### src/rtl/sense_pkg.sv
package sense_pkg;

  typedef enum logic [1:0] {
    SENSE_LEVEL = 2'b00,
    SENSE_FALL  = 2'b01,
    SENSE_RISE  = 2'b10,
    SENSE_BOTH  = 2'b11
  } sense_e;

  localparam int MODE_LSB = 2;

  // Edge qualifier for the non-level modes.
  function automatic logic edge_seen(sense_e m, logic now_lvl, logic was_lvl);
    unique case (m)
      SENSE_FALL: edge_seen = was_lvl & ~now_lvl;
      SENSE_RISE: edge_seen = ~was_lvl & now_lvl;
      SENSE_BOTH: edge_seen = was_lvl ^ now_lvl;
      default:    edge_seen = 1'b0;
    endcase
  endfunction

endpackage

### src/rtl/src_onehot.sv
module src_onehot #(
  parameter int N  = 72,
  parameter int IW = $clog2(N)
) (
  input  logic          clk,
  input  logic          rst_n,
  input  logic          en,
  input  logic [IW-1:0] id,
  output logic [N-1:0]  hot
);

  for (genvar i = 0; i < N; i++) begin : g_dec
    assign hot[i] = en && (id == IW'(i));
  end


  hot_single_chk: assert property (@(posedge clk) disable iff (!rst_n)
    $onehot0(hot));

endmodule

### src/rtl/sense_cell.sv
module sense_cell
  import sense_pkg::*;
(
  input  logic   clk,
  input  logic   rst_n,
  input  sense_e mode_i,
  input  logic   line_i,
  input  logic   sw_clr_i,
  input  logic   ack_i,
  input  logic   own_i,
  output logic   flag_o,
  output logic   issue_o,
  output logic   withdraw_o
);

  logic sync1_q, sync2_q, prev_q;
  logic flag_q, issue_q, wd_q;
  logic flag_d, issue_d, wd_d;
  logic is_lvl, hit;

  assign is_lvl = (mode_i == SENSE_LEVEL);
  assign hit    = edge_seen(mode_i, sync2_q, prev_q);

  always_comb begin
    if (is_lvl) begin
      flag_d  = sync2_q;
      issue_d = sync2_q & ~flag_q;
      wd_d    = ~sync2_q & flag_q & own_i;
    end else begin
      flag_d  = hit | (flag_q & ~sw_clr_i & ~ack_i);
      issue_d = hit;
      wd_d    = 1'b0;
    end
  end

  always_ff @(posedge clk or negedge rst_n) begin
    if (!rst_n) begin
      sync1_q <= 1'b0;
      sync2_q <= 1'b0;
      prev_q  <= 1'b0;
      flag_q  <= 1'b0;
      issue_q <= 1'b0;
      wd_q    <= 1'b0;
    end else begin
      sync1_q <= line_i;
      sync2_q <= sync1_q;
      prev_q  <= sync2_q;
      flag_q  <= flag_d;
      issue_q <= issue_d;
      wd_q    <= wd_d;
    end
  end

  assign flag_o     = flag_q;
  assign issue_o    = issue_q;
  assign withdraw_o = wd_q;


  lvl_follow_chk: assert property (@(posedge clk) disable iff (!rst_n)
    $past(is_lvl) |-> (flag_q == $past(sync2_q)));


  rise_has_issue_chk: assert property (@(posedge clk) disable iff (!rst_n)
    $rose(flag_q) |-> issue_q);


  wd_on_drop_chk: assert property (@(posedge clk) disable iff (!rst_n)
    wd_q |-> (!flag_q && $past(flag_q) && $past(own_i)));


  edge_hold_chk: assert property (@(posedge clk) disable iff (!rst_n)
    $past(!is_lvl && flag_q && !sw_clr_i && !ack_i) |-> flag_q);


  set_wins_chk: assert property (@(posedge clk) disable iff (!rst_n)
    $past(!is_lvl && hit) |-> flag_q);

endmodule

### src/rtl/sense_regs.sv
module sense_regs
  import sense_pkg::*;
#(
  parameter int NUM_SRC  = 72,
  parameter int PIN_BASE = 64,
  parameter int NUM_PINS = 8,
  parameter int ADDR_W   = 9,
  parameter logic [NUM_PINS-1:0] PIN_LEVEL = '0
) (
  input  logic                     clk,
  input  logic                     rst_n,
  input  logic [ADDR_W-1:0]        bus_addr,
  input  logic [7:0]               bus_wdata,
  input  logic                     bus_we,
  input  logic [NUM_SRC-1:0]       flags_i,
  output logic [NUM_SRC-1:0]       clr_o,
  output logic [NUM_PINS-1:0][1:0] pin_mode_o,
  output logic [7:0]               bus_rdata
);

  localparam int OFF_W = ADDR_W - 1;

  logic             ctrl_sel;
  logic [OFF_W-1:0] off;
  logic [NUM_PINS-1:0]       mode_we;
  logic [NUM_PINS-1:0][1:0]  pin_mode_q;

  assign ctrl_sel = bus_addr[ADDR_W-1];
  assign off      = bus_addr[OFF_W-1:0];

  for (genvar i = 0; i < NUM_SRC; i++) begin : g_clr
    assign clr_o[i] = bus_we && !ctrl_sel && (off == OFF_W'(i)) && (bus_wdata == 8'h00);
  end

  for (genvar p = 0; p < NUM_PINS; p++) begin : g_pin
    assign mode_we[p] = bus_we && ctrl_sel && (off == OFF_W'(p));

    always_ff @(posedge clk or negedge rst_n) begin
      if (!rst_n)
        pin_mode_q[p] <= PIN_LEVEL[p] ? SENSE_LEVEL : SENSE_RISE;
      else if (mode_we[p])
        pin_mode_q[p] <= bus_wdata[MODE_LSB+1:MODE_LSB];
    end
  end

  assign pin_mode_o = pin_mode_q;

  always_comb begin
    bus_rdata = 8'h00;
    if (!ctrl_sel) begin
      for (int i = 0; i < NUM_SRC; i++)
        if (off == OFF_W'(i)) bus_rdata[0] = flags_i[i];
    end else begin
      for (int p = 0; p < NUM_PINS; p++)
        if (off == OFF_W'(p)) bus_rdata[MODE_LSB+1:MODE_LSB] = pin_mode_q[p];
    end
  end


  clr_single_chk: assert property (@(posedge clk) disable iff (!rst_n)
    $onehot0(clr_o));


  flag_pad_chk: assert property (@(posedge clk) disable iff (!rst_n)
    !ctrl_sel |-> (bus_rdata[7:1] == 7'd0));


  mode_keep_chk: assert property (@(posedge clk) disable iff (!rst_n)
    $past(!bus_we) |-> $stable(pin_mode_q));

endmodule

### src/rtl/irq_sense_flags.sv
module irq_sense_flags
  import sense_pkg::*;
#(
  parameter int NUM_SRC  = 72,
  parameter int PIN_BASE = 64,
  parameter int NUM_PINS = 8,
  parameter int ADDR_W   = 9,
  parameter int ID_W     = $clog2(NUM_SRC),
  parameter logic [NUM_SRC-1:0] LEVEL_INIT = 72'h03_0000_0000_0000_0008
) (
  input  logic               clk,
  input  logic               rst_n,
  input  logic [NUM_SRC-1:0] irq_in,
  input  logic               ack_valid,
  input  logic [ID_W-1:0]    ack_id,
  input  logic               own_valid,
  input  logic [ID_W-1:0]    own_id,
  input  logic [ADDR_W-1:0]  bus_addr,
  input  logic [7:0]         bus_wdata,
  input  logic               bus_we,
  output logic [7:0]         bus_rdata,
  output logic [NUM_SRC-1:0] issue,
  output logic [NUM_SRC-1:0] withdraw
);

  localparam logic [NUM_PINS-1:0] PIN_LEVEL = LEVEL_INIT[PIN_BASE +: NUM_PINS];

  logic [NUM_SRC-1:0]       ack_hot, own_hot, clr_vec, flags;
  logic [NUM_PINS-1:0][1:0] pin_mode;
  sense_e                   mode_src [NUM_SRC];

  src_onehot #(.N(NUM_SRC), .IW(ID_W)) u_ack_dec (
    .clk(clk), .rst_n(rst_n), .en(ack_valid), .id(ack_id), .hot(ack_hot)
  );

  src_onehot #(.N(NUM_SRC), .IW(ID_W)) u_own_dec (
    .clk(clk), .rst_n(rst_n), .en(own_valid), .id(own_id), .hot(own_hot)
  );

  sense_regs #(
    .NUM_SRC(NUM_SRC), .PIN_BASE(PIN_BASE), .NUM_PINS(NUM_PINS),
    .ADDR_W(ADDR_W), .PIN_LEVEL(PIN_LEVEL)
  ) u_regs (
    .clk(clk), .rst_n(rst_n),
    .bus_addr(bus_addr), .bus_wdata(bus_wdata), .bus_we(bus_we),
    .flags_i(flags), .clr_o(clr_vec), .pin_mode_o(pin_mode),
    .bus_rdata(bus_rdata)
  );

  for (genvar i = 0; i < NUM_SRC; i++) begin : g_src
    if (i >= PIN_BASE && i < PIN_BASE + NUM_PINS) begin : g_pin
      assign mode_src[i] = sense_e'(pin_mode[i-PIN_BASE]);
    end else begin : g_fix
      assign mode_src[i] = LEVEL_INIT[i] ? SENSE_LEVEL : SENSE_RISE;
    end

    sense_cell u_cell (
      .clk(clk), .rst_n(rst_n),
      .mode_i(mode_src[i]), .line_i(irq_in[i]),
      .sw_clr_i(clr_vec[i]), .ack_i(ack_hot[i]), .own_i(own_hot[i]),
      .flag_o(flags[i]), .issue_o(issue[i]), .withdraw_o(withdraw[i])
    );
  end

endmodule

### config.mk
export PLATFORM = sky130hd
export DESIGN_NAME = irq_sense_flags
export DESIGN_NICKNAME = d
export VERILOG_FILES = /design/src/rtl/sense_pkg.sv /design/src/rtl/src_onehot.sv /design/src/rtl/sense_cell.sv /design/src/rtl/sense_regs.sv /design/src/rtl/irq_sense_flags.sv
export SDC_FILE = /design/constraint.sdc
export NUM_CORES = 1
export LEC_CHECK = 0
export BUFFER_PORTS_ARGS = -buffer_cell sky130_fd_sc_hd__buf_4
export CORE_ASPECT_RATIO = 0.9
export CORE_MARGIN = 2
export CORE_UTILIZATION = 54
export CTS_CLUSTER_DIAMETER = 100
export CTS_CLUSTER_SIZE = 28
export DETAILED_ROUTE_END_ITERATION = 10
export PLACE_DENSITY = 0.77
export SYNTH_ARGS = -nofsm -noshare
export SYNTH_HDL_FRONTEND = slang
export SYNTH_HIERARCHICAL = 1
export SYNTH_SLANG_ARGS = --single-unit
### constraint.sdc
create_clock -name clk -period 2.2 [get_ports clk]
set_input_delay 0.44 -clock clk [delete_from_list [all_inputs] [get_ports clk]]
set_output_delay 0.44 -clock clk [all_outputs]
set_load 0.02 [all_outputs]
## Word level (Yosys, flattened, before mapping)

Cells that the tools add are included.

- Register bits: 384
- Bits in writable memories: 0
- Input port bits: 108
- Latch bits: 0
- Memory bits (read-only): 0
- Memories kept: 0

- $add $sub $neg: 0
- $mul: 0
- Shifts and indexed selects: 0
- Muxes and demuxes: 114
- Eq/ne operators: 174
- Reductions and logical operators: 244
- Bitwise operators: 558
- Divide/modulo/power cells: 0
- Order comparisons: 0

Operators with widths:

| kind | count |
|---|---|
| $eq A8 B6 Y1 const B | 32 |
| $and A1 B1 Y1 | 248 |
| $logic_and A1 B1 Y1 | 232 |
| $not A1 Y1 | 231 |
| $eq A7 B6 Y1 const B | 32 |
| $eq A8 B5 Y1 const B | 16 |
| $eq A7 B5 Y1 const B | 16 |
| $eq A7 B7 Y1 const B | 16 |
| $mux W1 | 97 |
| $or A1 B1 Y1 | 71 |
| $eq A8 B4 Y1 const B | 8 |
| $eq A8 B7 Y1 const B | 8 |
| $eq A7 B4 Y1 const B | 8 |
| $eq A2 B2 Y1 const B | 16 |
| $eq A8 B3 Y1 const B | 4 |
| $eq A7 B3 Y1 const B | 4 |
| $pmux W1 S3 | 8 |
| $mux W2 | 9 |
| $eq A2 B1 Y1 const B | 8 |
| $eq A8 B2 Y1 const B | 2 |
| $logic_not A2 Y1 | 8 |
| $logic_not A8 Y1 | 2 |
| $eq A7 B2 Y1 const B | 2 |
| $eq A8 B1 Y1 const B | 1 |
| 4 further kinds | 11 |

## Logic depth before layout (Yosys ltp)

- Depth in word-level cells: 74
- Mapped depth: 9

## Cells and area by module

The synthesis kept the hierarchy.

By module, submodules not included:

| module | seq. area each (µm²) | cells each | area each (µm²) | times used |
|---|---|---|---|---|
| sense_cell (g_src[0].u_cell ...) | 150.1 | 23 | 262.8 | 43 |
| sense_cell (g_src[49].u_cell ...) | 150.1 | 20 | 277.8 | 29 |
| sense_regs | 407.9 | 325 | 2,255.9 | 1 |
| src_onehot | 0.0 | 120 | 728.2 | 2 |
| irq_sense_flags | 0.0 | 2 | 7.5 | 1 |

## Worst setup path before layout

No wires, ideal clock.

- Kind: input to output
- From: input bus_addr[0]
- To: output bus_rdata[0]
- Data arrival time: 2,168 ps
- Path buffers: 3
- Stages: 9
- Path slack: -408 ps
- Cell sequence: buf_2 -> buf_4 -> buf_2 -> nor2_1 -> o21ai_0 -> nand4b_1 -> a32o_1 -> a31o_2 -> a41oi_1

- Cells in the longest elaborated chain, start to end: 74

RTL lines:

| what | RTL line | text |
|---|---|---|
| start, declared | irq_sense_flags.sv:18 | `input logic [ADDR_W-1:0] bus_addr,` |
| $logic_not A8 Y1 | sense_regs.sv:52 | `if (off == OFF_W'(i)) bus_rdata[0] = flags_i[i];` |
| $mux W1 (71 in a row) | sense_regs.sv:52 |  |
| $mux W1 * | sense_regs.sv:52 |  |
| $mux W1 * | sense_regs.sv:50 | `if (!ctrl_sel) begin` |
| end, declared | irq_sense_flags.sv:21 | `output logic [7:0] bus_rdata,` |

Mark *: on every way between the ends. The rest lies on a longest branch, timed or not.

## Worst setup path after layout

- From: register g_src[21].u_cell.flag_q
- To: output bus_rdata[0]

- Cells in the longest elaborated chain, start to end: 52

RTL lines:

| what | RTL line | text |
|---|---|---|
| start, declared | sense_cell.sv:17 | `logic flag_q, issue_q, wd_q;` |
| start signal, assigned | sense_cell.sv:48 | `flag_q <= flag_d;` |
| $mux W1 (51 in a row) | sense_regs.sv:52 |  |
| $mux W1 | sense_regs.sv:50 |  |

No other way between the ends.

==> flow_summary.json <==
{
  "critPathTopFamily": "compound AO/OA/AOI/OAI gates",
  "rsz_0062_raised_after_global_routing": "true",
  "crit_fanout": 2,
  "numCtsBuffers": 19,
  "fp.dieW_um": 222,
  "drt_wl_total_um": 71300,
  "power-per-cell-area_nw_per_um2": 523,
  "globalRouteOverflowTotal": 0,
  "p_leak_nw": 15.4,
  "postSynth.topFlopCell": "sky130_fd_sc_hd__dfrtp_1",
  "timing.final.hold_violations": 0,
  "synthTopCellsByArea": "sky130_fd_sc_hd__dfrtp_1 48%, sky130_fd_sc_hd__ha_1 7.8%, sky130_fd_sc_hd__nor2_1 5.3%",
  "clock_insertion_delay_worst_skew_ps": 580,
  "proportion_of_synthesized_chip_area_in_sequential_cells_pct": 48.6,
  "required_ps": 1760,
  "routed_wire_length_per_instance_um": 18.3,
  "post-dp-hpwl_um": 55400,
  "drt_iter0_drc": 1475,
  "syn_inst": 2136,
  "globalplace.congestion": 0.946,
  "finish.net_count": 3580,
  "max_cap_viol_count": 0,
  "start_util_pct": 54.9,
  "core_um2": 42000,
  "place.port_buffers": 254,
  "route.detailed.drc": 0,
  "failed_checks": "negative setup slack",
  "rows": 71,
  "grt_usage_pct": 32.3,
  "hold_path.startpoint": "bus_wdata[3]",
  "layout_cell_share_with_drive_strength_beyond_1_pct": 23.0,
  "critPathMaxStageDelay_ps": 430,
  "maxClockFrequency_mhz": 320,
  "tightestPinTransition_ps": 772,
  "setup.worst_path.end_class": "output pin",
  "timing.final.setup_violations": 3,
  "cts_sinks": 448,
  "grt_antenna_before_repair": 9,
  "period_share_pct": 142,
  "worstSetupStartpoint": "g_src[21].u_cell/flag_o$_DFF_PN0_",
  "cts_tree": "done",
  "synth_edf_count": 0,
  "crit_slowest_cell": "sky130_fd_sc_hd__dfrtp_1",
  "drt_pre_antenna_iters": 7,
  "maxSlewHeadroom_pct": 48.2,
  "rr_startpoint": "g_src[68].u_cell/sync2_q$_DFF_PN0_",
  "worst_setup_hold_path_clk_slew_ps": 120,
  "first_pass_grt_wire_length_um": 111000,
  "post_synth.cell_area_avg_um2": 10.8,
  "worst_ir_drop_vdd_uv": 660,
  "synth.cell_area_um2": 23100,
  "floorplan.io_pins": 260,
  "hold_path_class": "in2reg",
  "area_overhead_of_the_layout_relative_to_synthesis_pct": 36.5,
  "timing.final.max_slew_violations": 0,
  "routed_via_density": 5.11,
  "worst-path-buf-inv": 1,
  "detailroute.via_count": 19897,
  "clockRootBuffer": "sky130_fd_sc_hd__clkbuf_16",
  "setup_slack_ps": -929,
  "fin_util_pct": 74.9,
  "startpoint_type": "flip-flop",
  "critPathArrivalTime_ps": 2690,
  "grt_pass1_vias": 20654,
  "place_ws_ps": -636,
  "crit_type": "reg2out",
  "ys_warnings": 6,
  "cp_cell_sequence": "mux2_4 -> a32o_1 -> o211a_1 -> a221o_1 -> o31ai_4 -> a41oi_4 -> buf_6",
  "synth_top_cell_area_share_pct": 47.9,
  "clock_tree.buffer_depth": 3,
  "fin_worst_skew_ps": 20.7,
  "chipHeight_um": 200,
  "setup.reg_to_reg.worst_slack_ps": 620,
  "period_minus_slack_ps": 3130,
  "pin_count_of_the_biggest_net_entering_global_routing": 73,
  "clock_tree.htree_level_count": 1,
  "synth_area_leader": "sky130_fd_sc_hd__dfrtp_1",
  "postRouteAntennaNets": 0,
  "synth_async_sr_flop_share_pct": 100,
  "synth-seq-cells": 448,
  "ys_types": 76,
  "floorplan.die_area_um2": 44400,
  "outcome": "finished with violations"
}
power breakdown:
part	internal, W	total, W	leakage [nW]	switching, W
clock network	0.00167	0.00429	0.255	0.00262
logic	0.00138	0.00312	9.85	0.00173
registers	0.00869	0.00907	5.34	0.000378
total	0.0118	0.0165	15.4	0.00473
kinds of logic after synthesis:
group / Yosys count / synth area share, %
buf+inv: 241 / 4.31
mux: 58 / 4.25
other cells: 3 / 0.0488
simple gates: 903 / 24.0
flops: 448 / 48.6
compound gates: 339 / 11.0
fa+ha+maj: 144 / 7.81
cells in the final DEF, fill, tap and decap left out, types with 33 or more instances in the layout:
| master | count |
|---|---|
| sky130_fd_sc_hd__dfrtp_1 | 440 |
| sky130_fd_sc_hd__or3b_1 | 43 |
| sky130_fd_sc_hd__inv_1 | 152 |
| sky130_fd_sc_hd__ha_1 | 144 |
| sky130_fd_sc_hd__nor3b_1 | 86 |
| sky130_fd_sc_hd__nor3_2 | 35 |
| sky130_fd_sc_hd__dlygate4sd3_1 | 73 |
| sky130_fd_sc_hd__a21oi_1 | 50 |
| sky130_fd_sc_hd__a211oi_1 | 64 |
| sky130_fd_sc_hd__nor2b_1 | 33 |
| sky130_fd_sc_hd__buf_4 | 467 |
| sky130_fd_sc_hd__and4_1 | 43 |
| sky130_fd_sc_hd__a31oi_1 | 46 |
| sky130_fd_sc_hd__o2bb2ai_1 | 43 |
| sky130_fd_sc_hd__o21ai_0 | 54 |
| sky130_fd_sc_hd__nor2_1 | 316 |
| sky130_fd_sc_hd__nand2_1 | 121 |
| sky130_fd_sc_hd__conb_1 | 667 |
per-layer routing:
layer	vias to the layer above	track usage (%)	wire [um]
met5	-	0	69
met4	10	11.4	2800
met3	182	7.55	5950
met2	712	51.2	32300
met1	9627	43.7	30200
li1	9366	-	-
tightest hold or removal path: stages:
cell and delay (ps):
sky130_fd_sc_hd__buf_4 100, sky130_fd_sc_hd__buf_4 160, sky130_fd_sc_hd__mux2_2 150
sequential cells by signal (all words and copies together), names as in the netlist:
register                 flops
g_src.u_cell/flag_o         72
g_src.u_cell/issue_o        72
g_src.u_cell/prev_q         72
g_src.u_cell/sync1_q        72
g_src.u_cell/sync2_q        72
g_src.u_cell/withdraw_o     72
u_regs/pin_mode_o           16
cells in the mapped netlist, types with 3 or more instances:
library cell	count
sky130_fd_sc_hd__a211oi_1	73
sky130_fd_sc_hd__nor4b_1	33
sky130_fd_sc_hd__nand4_1	5
sky130_fd_sc_hd__a22oi_1	4
sky130_fd_sc_hd__nor2_1	326
sky130_fd_sc_hd__dfstp_2	6
sky130_fd_sc_hd__nand3b_1	4
sky130_fd_sc_hd__mux2_2	19
sky130_fd_sc_hd__dfrtp_1	442
sky130_fd_sc_hd__mux2i_1	9
sky130_fd_sc_hd__nand2b_1	15
sky130_fd_sc_hd__a31oi_1	47
sky130_fd_sc_hd__or4_1	3
sky130_fd_sc_hd__or3b_1	43
sky130_fd_sc_hd__inv_1	152
sky130_fd_sc_hd__a21oi_1	51
sky130_fd_sc_hd__nor3_1	15
sky130_fd_sc_hd__nor2b_1	35
sky130_fd_sc_hd__buf_2	24
sky130_fd_sc_hd__nor3_2	34
sky130_fd_sc_hd__o2bb2ai_1	43
sky130_fd_sc_hd__nor3b_2	29
sky130_fd_sc_hd__and4_1	43
sky130_fd_sc_hd__nand2_1	123
sky130_fd_sc_hd__o21ai_0	55
sky130_fd_sc_hd__a32o_1	4
sky130_fd_sc_hd__mux4_2	30
sky130_fd_sc_hd__nand4b_1	16
sky130_fd_sc_hd__buf_4	6
sky130_fd_sc_hd__nor3b_1	87
sky130_fd_sc_hd__or4b_1	13
sky130_fd_sc_hd__ha_1	144
sky130_fd_sc_hd__clkbuf_1	28
sky130_fd_sc_hd__a221o_1	3
sky130_fd_sc_hd__clkinv_2	29
sky130_fd_sc_hd__nand3_1	16
sky130_fd_sc_hd__a221oi_2	29
sky130_fd_sc_hd__nand4bb_1	18
sky130_fd_sc_hd__and4_2	29
sky130_fd_sc_hd__conb_1	3
repair_timing:
| action | in CTS | in global routing |
|---|---|---|
| pin swaps | 8 | 1 |
| setup endpoints to repair | 3 | 8 |
| gates resized for setup | 33 | 8 |
| buffers inserted | 4 | 1 |
| hold endpoints to repair | 103 | 0 |
| hold buffers | 73 | 0 |
area by class of cell:
| class | count | area, um2 |
|---|---|---|
| clock buffers | 33 | 528 |
| inverters | 181 | 716 |
| repair buffers | 567 | 4720 |
| well taps | 547 | 684 |
| clock inverters | 1 | 8.76 |
| diodes | 2 | 5.00 |
| fillers | 2914 | 10500 |
| flip-flops and latches | 448 | 11200 |
| multi-input cells | 2111 | 13600 |
stage by stage:
stage / instances / area (um2) / hold slack (ps) / TNS (ps) / total power [W]
after global routing: 3890 / 31500 / 297 / -1420 / 0.0172
after floorplan: 2800 / 25800 / 144 / -2240 / 0.0107
after CTS: 3888 / 31400 / 274 / -1360 / 0.0165
after global placement: 3777 / 30000 / 331 / -19460 / 0.0120
final: 3890 / 31500 / 293 / -1300 / 0.0165
after detailed placement: 3777 / 30000 / 335 / -21580 / 0.0121
path summary, 6_finish.rpt:
| kind | end | cells past startpoint |
|---|---|---|
| worst max-delay path | bus_rdata[0] | 7 |
| worst min-delay path | u_regs/pin_mode_o[1]$_DFFE_PN0P_ | 3 |
| worst max register to register | g_src[68].u_cell/issue_o$_DFF_PN0_ | 4 |
| worst min register to register | g_src[36].u_cell/sync2_q$_DFF_PN0_ | 0 |
| max in group asynchronous | g_src[12].u_cell/sync2_q$_DFF_PN0_ | 4 |
| min in group asynchronous | g_src[64].u_cell/flag_o$_DFF_PN0_ | 2 |
No activity file was read; power rests on OpenSTA's default activity.
